===== src/rtl/rsv_pkg.sv =====
package rsv_pkg;
  localparam logic [2:0] K_LOAD   = 3'd0;
  localparam logic [2:0] K_FETCH  = 3'd1;
  localparam logic [2:0] K_STORE  = 3'd2;
  localparam logic [2:0] K_LL     = 3'd3;
  localparam logic [2:0] K_SC     = 3'd4;
  localparam logic [2:0] K_RMW_RD = 3'd5;
  localparam logic [2:0] K_RMW_WR = 3'd6;

  localparam logic [1:0] C_ISSUED  = 2'd0;
  localparam logic [1:0] C_SC_FAIL = 2'd1;
  localparam logic [1:0] C_RETRY   = 2'd2;

  // atomic-class kinds sit in one contiguous range of the encoding
  function automatic logic kind_atomic(input logic [2:0] k);
    return (k >= K_LL) && (k <= K_RMW_WR);
  endfunction

  // a fenced line lets only the write phase through
  function automatic logic kind_passes_fence(input logic [2:0] k);
    return k == K_RMW_WR;
  endfunction
endpackage


===== src/rtl/rsv_slot.sv =====
module rsv_slot #(
  parameter int LINE_W = 8,
  parameter int ID_W   = 4
) (
  input  logic              clk,
  input  logic              rst_n,
  input  logic              set_en,
  input  logic [LINE_W-1:0] set_line,
  input  logic [ID_W-1:0]   set_id,
  input  logic              inv_en,
  input  logic [LINE_W-1:0] inv_line,
  input  logic              take_en,
  output logic              held,
  output logic [LINE_W-1:0] line,
  output logic [ID_W-1:0]   id,
  output logic              inv_hit
);
  assign inv_hit = inv_en && held && (inv_line == line);

  always_ff @(posedge clk) begin
    if (!rst_n) begin
      held <= 1'b0;
      line <= '0;
      id   <= '0;
    end else if (set_en) begin
      held <= 1'b1;
      line <= set_line;
      id   <= set_id;
    end else if (inv_hit || take_en) begin
      held <= 1'b0;
    end
  end

  AST_INV_DROPS: assert property (@(posedge clk) disable iff (!rst_n)
    inv_hit && !set_en |=> !held);
  AST_TAKE_DROPS: assert property (@(posedge clk) disable iff (!rst_n)
    take_en && !set_en |=> !held);
  AST_SET_LOADS: assert property (@(posedge clk) disable iff (!rst_n)
    set_en |=> held && line == $past(set_line) && id == $past(set_id));
endmodule


===== src/rtl/rsv_line_block.sv =====
module rsv_line_block #(
  parameter int LINE_W = 8
) (
  input  logic              clk,
  input  logic              rst_n,
  input  logic              fence_en,
  input  logic              lift_en,
  input  logic [LINE_W-1:0] cpl_line,
  output logic              held,
  output logic [LINE_W-1:0] line
);
  logic lift_hit;
  assign lift_hit = lift_en && held && (cpl_line == line);

  always_ff @(posedge clk) begin
    if (!rst_n) begin
      held <= 1'b0;
      line <= '0;
    end else if (fence_en) begin
      held <= 1'b1;
      line <= cpl_line;
    end else if (lift_hit) begin
      held <= 1'b0;
    end
  end

  AST_FENCE_SETS: assert property (@(posedge clk) disable iff (!rst_n)
    fence_en |=> held && line == $past(cpl_line));
  AST_FENCE_KEEPS: assert property (@(posedge clk) disable iff (!rst_n)
    held && !fence_en && !(lift_en && cpl_line == line) |=> held);
endmodule


===== src/rtl/rsv_judge.sv =====
module rsv_judge
  import rsv_pkg::*;
#(
  parameter int LINE_W = 8,
  parameter int ID_W   = 4
) (
  input  logic              req_valid,
  input  logic [2:0]        req_kind,
  input  logic [LINE_W-1:0] req_line,
  input  logic [ID_W-1:0]   req_id,
  input  logic              resv_live,
  input  logic [LINE_W-1:0] resv_line,
  input  logic [ID_W-1:0]   resv_id,
  input  logic              blk_held,
  input  logic [LINE_W-1:0] blk_line,
  output logic [1:0]        code,
  output logic              go,
  output logic              sc_pass
);
  logic fenced, owns;
  assign fenced = blk_held && (blk_line == req_line) && !kind_passes_fence(req_kind);
  assign owns   = resv_live && (resv_line == req_line) && (resv_id == req_id);

  always_comb begin
    code    = C_ISSUED;
    sc_pass = 1'b0;
    if (fenced) begin
      code = C_RETRY;
    end else if (req_kind == K_SC) begin
      sc_pass = owns;
      code    = owns ? C_ISSUED : C_SC_FAIL;
    end
  end

  assign go = req_valid && (code == C_ISSUED);
endmodule


===== src/rtl/llsc_monitor.sv =====
module llsc_monitor
  import rsv_pkg::*;
#(
  parameter int LINE_W = 8,
  parameter int ID_W   = 4
) (
  input  logic              clk,
  input  logic              rst_n,
  input  logic              req_valid,
  input  logic [2:0]        req_kind,
  input  logic [LINE_W-1:0] req_line,
  input  logic [ID_W-1:0]   req_id,
  input  logic              cpl_valid,
  input  logic [2:0]        cpl_kind,
  input  logic [LINE_W-1:0] cpl_line,
  input  logic [ID_W-1:0]   cpl_id,
  input  logic              inv_valid,
  input  logic [LINE_W-1:0] inv_line,
  output logic              rsp_valid,
  output logic [1:0]        rsp_code,
  output logic              iss_valid,
  output logic              iss_atomic,
  output logic [LINE_W-1:0] iss_line,
  output logic              resv_held,
  output logic [LINE_W-1:0] resv_line,
  output logic [ID_W-1:0]   resv_id,
  output logic              blk_held,
  output logic [LINE_W-1:0] blk_line
);
  // named internal events
  logic ll_done, rmw_rd_done, rmw_wr_done;
  logic inv_hit, sc_pass, take, go;
  logic [1:0] code;

  assign ll_done     = cpl_valid && (cpl_kind == K_LL);
  assign rmw_rd_done = cpl_valid && (cpl_kind == K_RMW_RD);
  assign rmw_wr_done = cpl_valid && (cpl_kind == K_RMW_WR);
  assign take        = req_valid && sc_pass;

  rsv_slot #(.LINE_W(LINE_W), .ID_W(ID_W)) u_slot (
    .clk(clk), .rst_n(rst_n),
    .set_en(ll_done), .set_line(cpl_line), .set_id(cpl_id),
    .inv_en(inv_valid), .inv_line(inv_line), .take_en(take),
    .held(resv_held), .line(resv_line), .id(resv_id), .inv_hit(inv_hit)
  );

  rsv_line_block #(.LINE_W(LINE_W)) u_fence (
    .clk(clk), .rst_n(rst_n),
    .fence_en(rmw_rd_done), .lift_en(rmw_wr_done), .cpl_line(cpl_line),
    .held(blk_held), .line(blk_line)
  );

  rsv_judge #(.LINE_W(LINE_W), .ID_W(ID_W)) u_judge (
    .req_valid(req_valid), .req_kind(req_kind), .req_line(req_line), .req_id(req_id),
    .resv_live(resv_held && !inv_hit), .resv_line(resv_line), .resv_id(resv_id),
    .blk_held(blk_held), .blk_line(blk_line),
    .code(code), .go(go), .sc_pass(sc_pass)
  );

  always_ff @(posedge clk) begin
    if (!rst_n) begin
      rsp_valid  <= 1'b0;
      rsp_code   <= C_ISSUED;
      iss_valid  <= 1'b0;
      iss_atomic <= 1'b0;
      iss_line   <= '0;
    end else begin
      rsp_valid  <= req_valid;
      rsp_code   <= req_valid ? code : C_ISSUED;
      iss_valid  <= go;
      iss_atomic <= go && kind_atomic(req_kind);
      iss_line   <= go ? req_line : '0;
    end
  end

  AST_NO_ISSUE_ON_FAIL: assert property (@(posedge clk) disable iff (!rst_n)
    rsp_valid && rsp_code == C_SC_FAIL |-> !iss_valid);
  AST_NO_ISSUE_ON_RETRY: assert property (@(posedge clk) disable iff (!rst_n)
    rsp_valid && rsp_code == C_RETRY |-> !iss_valid);
  AST_ISSUE_HAS_RSP: assert property (@(posedge clk) disable iff (!rst_n)
    iss_valid |-> rsp_valid && rsp_code == C_ISSUED);
  AST_RSP_FOLLOWS_REQ: assert property (@(posedge clk) disable iff (!rst_n)
    req_valid |=> rsp_valid);
  AST_INV_SC_FAILS: assert property (@(posedge clk) disable iff (!rst_n)
    req_valid && req_kind == K_SC && inv_valid && inv_line == req_line
    && !(blk_held && blk_line == req_line) |=> rsp_code == C_SC_FAIL);
  AST_RETRY_KEEPS_RESV: assert property (@(posedge clk) disable iff (!rst_n)
    resv_held && req_valid && blk_held && blk_line == req_line && req_kind == K_SC
    && !inv_hit |=> resv_held);
endmodule


===== config.mk =====
export PLATFORM = sky130hd
export DESIGN_NAME = llsc_monitor
export DESIGN_NICKNAME = d
export VERILOG_FILES = /design/src/rtl/rsv_pkg.sv /design/src/rtl/rsv_slot.sv /design/src/rtl/rsv_line_block.sv /design/src/rtl/rsv_judge.sv /design/src/rtl/llsc_monitor.sv
export SDC_FILE = /design/constraint.sdc
export NUM_CORES = 1
export LEC_CHECK = 0
export BUFFER_PORTS_ARGS = -buffer_cell sky130_fd_sc_hd__buf_2
export CORE_MARGIN = 5
export CORE_UTILIZATION = 50
export DETAILED_ROUTE_END_ITERATION = 10
export HOLD_SLACK_MARGIN = 0.15
export PLACE_DENSITY_LB_ADDON = 0.3
export SYNTH_ARGS = -nofsm -noshare
export SYNTH_HDL_FRONTEND = slang
export SYNTH_SLANG_ARGS = --single-unit

===== constraint.sdc =====
create_clock -name clk -period 3.97 [get_ports clk]
set_input_delay 0.794 -clock clk [delete_from_list [all_inputs] [get_ports clk]]
set_output_delay 0.794 -clock clk [all_outputs]
set_load 0.05 [all_outputs]

# Yosys cells after proc, flatten, opt, wreduce, memory -nomap -nowiden
# Cells that the tools add are included.
# Widths: inputs -> output; s select.
[word_totals] reg_bits=35 input_bits=43
[op_classes] magnitude_cmp=2 n_eq_ne=10 muxes=9 n_reduce_logical=24
[op_table] operator="$eq 8x8->1" count=4
[op_table] operator="$logic_and 1x1->1" count=16
[op_table] operator="$eq 3x3->1 const B" count=4
[op_table] operator="$mux 1" count=7
[op_table] operator="$eq 4x4->1" count=1
[op_table] operator="$mux 2" count=2
[op_table] operator="$reduce_and 2->1" count=2
[op_table] operator="$reduce_bool 2->1" count=2
[op_table] operator="$eq 3x2->1 const B" count=1
[op_table] operator="$ge 3x2->1 const B" count=1
[op_table] operator="$le 3x3->1 const B" count=1
[op_table] operator="$logic_not 1->1" count=2
[op_table] operator="$logic_not 2->1" count=1
[op_table] operator="$logic_or 1x1->1" count=1

# Depth between registers and ports, before layout
# Gate-level depths: netlist of run 1.
[logic_depth] ltp_word=12 ltp_mapped=6

# By module
# From an unflattened synthesis of run 1, not the netlist that was laid out.
[hier_totals] cells_unflattened=166 area_unflattened_um2=1709.1
[modules_own_cells] mod="rsv_slot" n_inst=1 cells_each=56 area_per_inst_um2=586.8 seq_area_each_um2=260.2
[modules_own_cells] mod="llsc_monitor" n_inst=1 cells_each=35 area_per_inst_um2=417.9 seq_area_each_um2=260.2
[modules_own_cells] mod="rsv_line_block" n_inst=1 cells_each=39 area_per_inst_um2=417.9 seq_area_each_um2=180.2
[modules_own_cells] mod="rsv_judge" n_inst=1 cells_each=36 area_per_inst_um2=286.5 seq_area_each_um2=0.0

# Worst setup path before layout of run 1
# OpenSTA, ideal clock, no wires.
[synth_timing] path_type="input port to flip-flop" start="input req_line[7]" end="register rsp_code[0]" setup_ns=0.115 arrival_time_ns=1.851 required_ns=3.855 slack_ns=2.004 cell_stages=5 path_buffers=0 path_cell_list="xor2_1 > nor4_2 > nor3b_2 > a31oi_4 > and2_1"
[synth_between] elab_chain_cells=6 elab_cells_between_ends=9
[synth_rtl] item="start: declaration" line="llsc_monitor.sv:11" text="input logic [LINE_W-1:0] req_line,"
[synth_rtl] item="$eq 8x8->1" line="rsv_judge.sv:22" text="assign owns = resv_live && (resv_line == req_line) && (resv_id == req_id);"
[synth_rtl] item="$logic_and 1x1->1 (2 in a row)" line="rsv_judge.sv:22"
[synth_rtl] item="$mux 1" line="rsv_judge.sv:31" text="code = owns ? C_ISSUED : C_SC_FAIL;"
[synth_rtl] item="$mux 2" line="rsv_judge.sv:29" text="end else if (req_kind == K_SC) begin"
[synth_rtl] item="$mux 2 *" line="rsv_judge.sv:27" text="if (fenced) begin"
[synth_rtl] item="end signal: assignment" line="llsc_monitor.sv:69" text="rsp_code <= req_valid ? code : C_ISSUED;"
[synth_rtl] item="end: declaration" line="llsc_monitor.sv:20" text="output logic [1:0] rsp_code,"
# Every way passes the cells marked *; elsewhere a longest branch is shown, timed or not.
# A chain may end at the register's enable or synchronous reset.

# Worst setup path after layout of run 1
[layout_timing] start="register u_fence.line[3]" end="output blk_line[3]"
[layout_rtl] item="start: declaration" line="rsv_line_block.sv:10" text="output logic [LINE_W-1:0] line"
[layout_rtl] item="start signal: assignment" line="rsv_line_block.sv:21" text="line <= cpl_line;"
[layout_rtl] item="end: declaration" line="llsc_monitor.sv:28" text="output logic [LINE_W-1:0] blk_line"
# No word-level cell between the ends.

==> reports/qor.txt, run 1 <==
Worst setup SP type -> register
Max Cap Viol -> 0
Post-Synthesis Cells -> 194
FF/Latch Area -> 701 sq um
delay-heaviest family, CP -> flip-flops
most frequent cells in the layout -> buf_2, nand2_1, dfxtp_1
Mapped Avg Cell Area -> 8.70 sq um
Core Region -> 3310 sq um
full die area -> 4640 sq um
GRT Util Overall -> 19.2%
minimum clock period -> 1870 ps
Ant. Diodes -> 0
multi-input combinational cell area -> 961 sq um
endpoints failing setup -> 0
post-synth net total -> 237
YS warnings -> 0
LEAKAGE -> 0.924 nW
CTS resizes -> 0
antenna violations before repair -> 0
fmax -> 534 MHz
Setup CP Type -> reg2out
post-synth top area cell -> dfxtp_1
Placement Rows -> 21
Starting Density -> 51.0%
Synth area leaders -> dfxtp_1, xnor2_1, nand2_1
chip width -> 68.1 microns
Min-Delay Path Class -> reg2reg
Max VDD drop -> 203 uV
pre-CTS WS -> 1800 ps
Synth Flop Type -> dfxtp_1
Longest Clk Path Bufs -> 2
placer congestion estimate -> 0.935
synth unique cells -> 29
unrepaired setup endpoints after global routing -> false
DR vias -> 1,586
drt pass-1 iters -> 4
synthesized cell area -> 1690 sq um
headroom to the max-slew limit -> 64.5%
# IOs -> 78
largest net degree at the start of global routing -> 24
Final Max Tran Viols -> 0
post-route setup slack -> 2100 ps
CP bufs+invs -> 1
Setup TNS Final -> 0 ps
Port Buffers -> 77
Root Buffer Master -> clkbuf_4
peak per-stage delay on the critical path -> 440 ps
vias in the first global route -> 1,528
most common cell after layout, fill and taps aside -> buf_2
share of cells above drive strength 1 -> 31.9%
post-route ant nets -> 0
Worst EP required -> 3180 ps
sequential share of the synthesized area -> 41.5%
flops & latches, synth -> 35
Num CTS Buffers -> 5
P&R area growth vs syn -> 27.9%
Worst Path Max Fanout -> 4
DRC errors left -> 0
H-Tree Depth -> 2
post-CTS setup buffers -> 0
status -> finished clean
critical path arrival -> 1080 ps
post-synth top area share -> 41.5%
Via density -> 4.97
WL/cell -> 12.9 microns
Clock Skews -> 8.24 ps
Fillers -> 336
global route overflow -> 0
CTS tree -> built
# clock sinks -> 35
final hold violation count -> 0
Worst setup EP type -> output port
first-pass GRT wire length -> 6690 microns
worst slew pin tran -> 530 ps
CTS Hold Bufs -> 0
final net count -> 315
PwrDens -> 314 nW/um^2
worst path cell trace -> buf_2
period utilization -> 47.2%
Die Span Y -> 68.1 microns
post-DP HPWL -> 3380 microns
Worst-Skew Late Latency -> 330 ps
Worst-path clk slew -> 100 ps
initial DRC count -> 48
ys async rst share -> 0%
EDFF count, synth -> 0
Slowest cell on crit path -> dfxtp_1
final wirelength -> 4120 microns
## power breakdown
group	total (mW)	switching [mW]	internal (mW)
Sequential	0.368	0.00749	0.361
Clock	0.179	0.110	0.0690
Combinational	0.130	0.0804	0.0492
## final cells by class
type | count | share of cell area (%)
inverters | 1 | 0.174
repair buffers | 77 | 17.9
multi-input cells | 152 | 44.5
flip-flops and latches | 35 | 32.5
clock buffers | 7 | 2.09
clock inverters | 1 | 0.232
well taps | 46 | 2.67
## state kept, by name, summed over array words and instances (netlist names), 2 cells and up
register,cells
iss_line,8
rsp_code,2
u_fence.line,8
u_slot.id,4
u_slot.line,8
## cell usage after synthesis, drive strengths merged, types with 2 or more instances
cell type / number
a21boi: 21
nor2: 12
nand4b: 3
nand4: 6
clkbuf: 6
nand3: 3
a31oi: 2
or3: 2
xnor2: 31
dfxtp: 35
nand2: 53
and4b: 2
xor2: 5
## logic make-up (layout without fill, tap and decap cells)
family                    count (synthesis)  in the layout  synth area share, %
DFF                                      35             35                 41.5
xor gates and xnor gates                 36             36                 18.7
and+or+nand+nor                          86             86                 23.9
AOI/OAI and AO/OA                        30             30                 14.3
buffers and inverters                     7             86                 1.56
## path summary, 6_finish.rpt
kind / cells after the start / startpoint / slack [ps] / end
worst max-delay path: 1 / u_fence.line[3] / 2100 / blk_line[3]
worst min-delay path: 2 / u_slot.id[1] / 490 / u_slot.id[1]
worst max register to register: 5 / u_slot.line[6] / 2290 / rsp_code[0]
worst min register to register: 2 / u_slot.id[1] / 490 / u_slot.id[1]
## through the flow
step | area, sq um | hold slack [ps] | util (%) | std cells | power [mW]
6_report | 2160 | 493 | 65.2 | 319 | 0.677
3_3_place_gp | 2110 | 480 | 63.7 | 311 | 0.505
2_1_floorplan | 1690 | 696 | - | 194 | 0.457
5_1_grt | 2160 | 535 | 65.2 | 319 | 0.708
3_5_place_dp | 2110 | 481 | 63.7 | 311 | 0.507
4_1_cts | 2160 | 496 | 65.2 | 319 | 0.683
## metal layers
metal | GRT usage [%] | up-vias | routed length, microns
li1 | - | 806 | -
met1 | 22.2 | 710 | 1710
met2 | 34.2 | 61 | 2030
met3 | 4.43 | 9 | 319
met4 | 6.70 | 0 | 56
met5 | 0 | - | 0
(Power assumes the default switching activity.)
==> run 2, diff against run 1 <==
- ABC_AREA: unset -> 1
- CORE_UTILIZATION: 50 -> 43
- clock period: 3.97 -> 1.6 ns (I/O delays scaled with it)
==> run 2 against run 1 <==
Effect of this change:
- power grew to 2.9 times the previous value
- global-route usage fell by 0.88 points
- register-to-register slack got worse by 2100 ps
- cell area rose by 8.2%
- clock skew increased by 1.1 ps
- critical path type is now reg2reg
==> reports/qor.txt, run 2 <==
Port Buffers -> 77 (unchanged)
FF/Latch Area -> 702 sq um (+0.18%)
Worst EP required -> 1770 ps (-1410 ps)
YS warnings -> 0 (unchanged)
post-synth top area cell -> dfxtp_1
Min-Delay Path Class -> in2reg
placer congestion estimate -> 0.856 (-8.4%)
final hold violation count -> 0 (unchanged)
Longest Clk Path Bufs -> 2 (unchanged)
Fillers -> 428 (+27%)
EDFF count, synth -> 0 (unchanged)
final non-filler cell total -> 412 (+29%)
total power draw -> 1.95 mW (+190%)
most frequent cells in the layout -> buf_2, nand2_1, nor2_1
period utilization -> 88.4%
Worst setup EP type -> register
CTS Hold Bufs -> 0 (unchanged)
antenna violations before repair -> 1 (+1)
pre-CTS WS -> 140 ps (-1660 ps)
most common cell after layout, fill and taps aside -> buf_2
global route overflow -> 0 (unchanged)
Starting Density -> 44.8% (-6.1 points)
endpoints failing setup -> 0 (unchanged)
Root Buffer Master -> clkbuf_8
P&R area growth vs syn -> 29.3%
# placed instances -> 404 (+30%)
clock power share -> 31.6% (+5.1 points)
Synth Flop Type -> dfxtp_1
Min Hold Slack -> 262 ps (-231 ps)
Worst setup SP type -> register
top-count cell post-synth -> nand2_1
headroom to the max-slew limit -> 74.6% (+10 points)
CTS tree -> built
Ant. Diodes -> 0 (unchanged)
minimum clock period -> 1410 ps
# clock sinks -> 35 (unchanged)
H-Tree Depth -> 2 (unchanged)
most instantiated cells after synthesis -> nand2_1, nor2_1, inv_1
Worst Path Max Fanout -> 10 (+6)
ys async rst share -> 0% (unchanged)
synth unique cells -> 23 (-21%)
PwrDens -> 835 nW/um^2 (+170%)
P_sw -> 0.609 mW (+210%)
status -> finished clean
Clock Skews -> 9.35 ps (+1.11 ps)
post-synth net total -> 321 (+35%)
Synth area leaders -> dfxtp_1, nand2_1, nor2_1
cell area after layout -> 2340 sq um (+8.2%)
Slowest cell on crit path -> dfxtp_1
full die area -> 5600 sq um (+21%)
drt pass-1 iters -> 4 (unchanged)
LEAKAGE -> 1.25 nW (+36%)
critical path arrival -> 1590 ps (+510 ps)
GRT Util Overall -> 18.3% (-0.88 points)
Die Span Y -> 74.8 microns (+9.9%)
Mapped Avg Cell Area -> 6.50 sq um (-25%)
synthesized cell area -> 1810 sq um (+7.0%)
WL/cell -> 12.1 microns (-6.2%)
largest net degree at the start of global routing -> 22 (-8.3%)
unrepaired setup endpoints after global routing -> false
final wirelength -> 4990 microns (+21%)
initial DRC count -> 137 (+190%)
Max VDD drop -> 557 uV (+170%)
sequential share of the synthesized area -> 38.8% (-2.7 points)
delay-heaviest family, CP -> simple AND/OR/NAND/NOR gates
Via density -> 4.66 (-6.3%)
# IOs -> 78 (unchanged)
placed cell areas -> 2250 sq um (+6.9%)
first-pass GRT wire length -> 7790 microns (+16%)
most frequent CP cell -> nor2_1
internal power -> 1.34 mW (+180%)
share of cells above drive strength 1 -> 26.8% (-5.1 points)
Setup CP Type -> reg2reg
Setup TNS Final -> 0 ps (unchanged)
Worst-Skew Late Latency -> 290 ps (-40 ps)
multi-input combinational cell area -> 925 sq um (-3.8%)
Final Max Tran Viols -> 0 (unchanged)
post-route setup slack -> 185 ps (-1910 ps)
DR vias -> 1,919 (+21%)
post-route ant nets -> 0 (unchanged)
post-DP HPWL -> 4040 microns (+19%)
flops & latches, synth -> 35 (unchanged)
post-synth top area share -> 38.8% (-2.7 points)
Max Cap Viol -> 0 (unchanged)
DRC errors left -> 0 (unchanged)
chip width -> 74.8 microns (+9.9%)
vias in the first global route -> 1,755 (+15%)
Num CTS Buffers -> 5 (unchanged)
Placement Rows -> 23 (+9.5%)
Gate power share -> 20.8% (+1.7 points)
Post-Synthesis Cells -> 278 (+43%)
Sw Ratio -> 31.2% (+2.0 points)
post-CTS setup buffers -> 0 (unchanged)
Worst-path clk slew -> 70 ps (-30 ps)
fin util -> 58.0% (-7.2 points)
peak per-stage delay on the critical path -> 410 ps (-30 ps)
worst slew pin tran -> 380 ps (-149 ps)
Core Region -> 4030 sq um (+22%)
power share of the sequential group -> 47.5% (-6.9 points)
biggest registers after layout -> iss_line (8), u_fence.line (8), u_slot.line (8)
CTS resizes -> 0 (unchanged)
worst path cell trace -> inv_1 -> nand2_1 -> nand2_1 -> nor2_1 -> nand3_1 -> nor2_1 -> nor2_1 -> nand2_4 -> nor2_1
final net count -> 404 (+28%)
fmax -> 707 MHz
CP bufs+invs -> 1 (unchanged)
[run 2: cell types whose count changed in the layout (fill, tap and decap cells not counted), sizes merged, moves of 3 or more]
| cell | previous run | this run |
|---|---|---|
| inv | 1 | 42 |
| nor2 | 12 | 50 |
| o21ai | 0 | 22 |
| a21boi | 21 | 0 |
| xnor2 | 31 | 10 |
| nand2 | 53 | 73 |
| a21oi | 0 | 18 |
| nor3 | 0 | 4 |
| buf | 77 | 80 |
| nand3 | 3 | 6 |
| nand4b | 3 | 0 |
[run 2: layout make-up]
type	instances	share of cell area [%]
timing repair buffer	80	17.5
tap	50	2.68
inverter	42	6.75
clock inverter	1	0.214
clock buffer	7	3.27
sequential	35	30.0
multi-input combinational	197	39.6
[run 2: kinds of logic after synthesis]
family / after synthesis / share of synthesized area (%)
AND/OR/NAND/NOR: 142 / 32.8
buffers and inverters: 46 / 10.0
AO/OA/AOI/OAI: 40 / 11.1
flip-flops: 35 / 38.8
XOR/XNOR: 15 / 7.27
[run 2: path summary, 6_finish.rpt]
path / start / to / slack (ps) / depth (start not counted)
max: u_fence.line[7] / iss_line[6] / 190 / 9
min: cpl_id[2] / u_slot.id[2] / 260 / 3
max reg2reg: u_fence.line[7] / iss_line[6] / 190 / 9
min reg2reg: u_fence.held / u_fence.held / 500 / 2
[run 2: power by group through the flow]
| stage | Sequential (mW) | Clock, mW | Combinational [mW] |
|---|---|---|---|
| floorplan | 1.06 | 0 | 0.154 |
| global placement | 0.947 | 0 | 0.402 |
| detailed placement | 0.947 | 0 | 0.406 |
| CTS | 0.927 | 0.627 | 0.408 |
| global route | 0.931 | 0.662 | 0.448 |
| finish | 0.927 | 0.617 | 0.406 |
[run 2: metal layers]
layer  track usage, %  up-vias  part of all wire (%)
met1             22.6      823                    44
met2             29.3       61                    47
li1                 -     1019                     -
met4             8.10        2                   2.1
met5                0        -                  0.26
met3             5.61       14                   6.2
[run 2: worst reg2reg max path: stages, from the launching register on]
cell,delay (ps)
dfxtp_1,410
inv_1,80
nand2_1,60
nand2_1,50
nor2_1,140
nand3_1,140
nor2_1,150
nor2_1,90
nand2_4,150
nor2_1,60
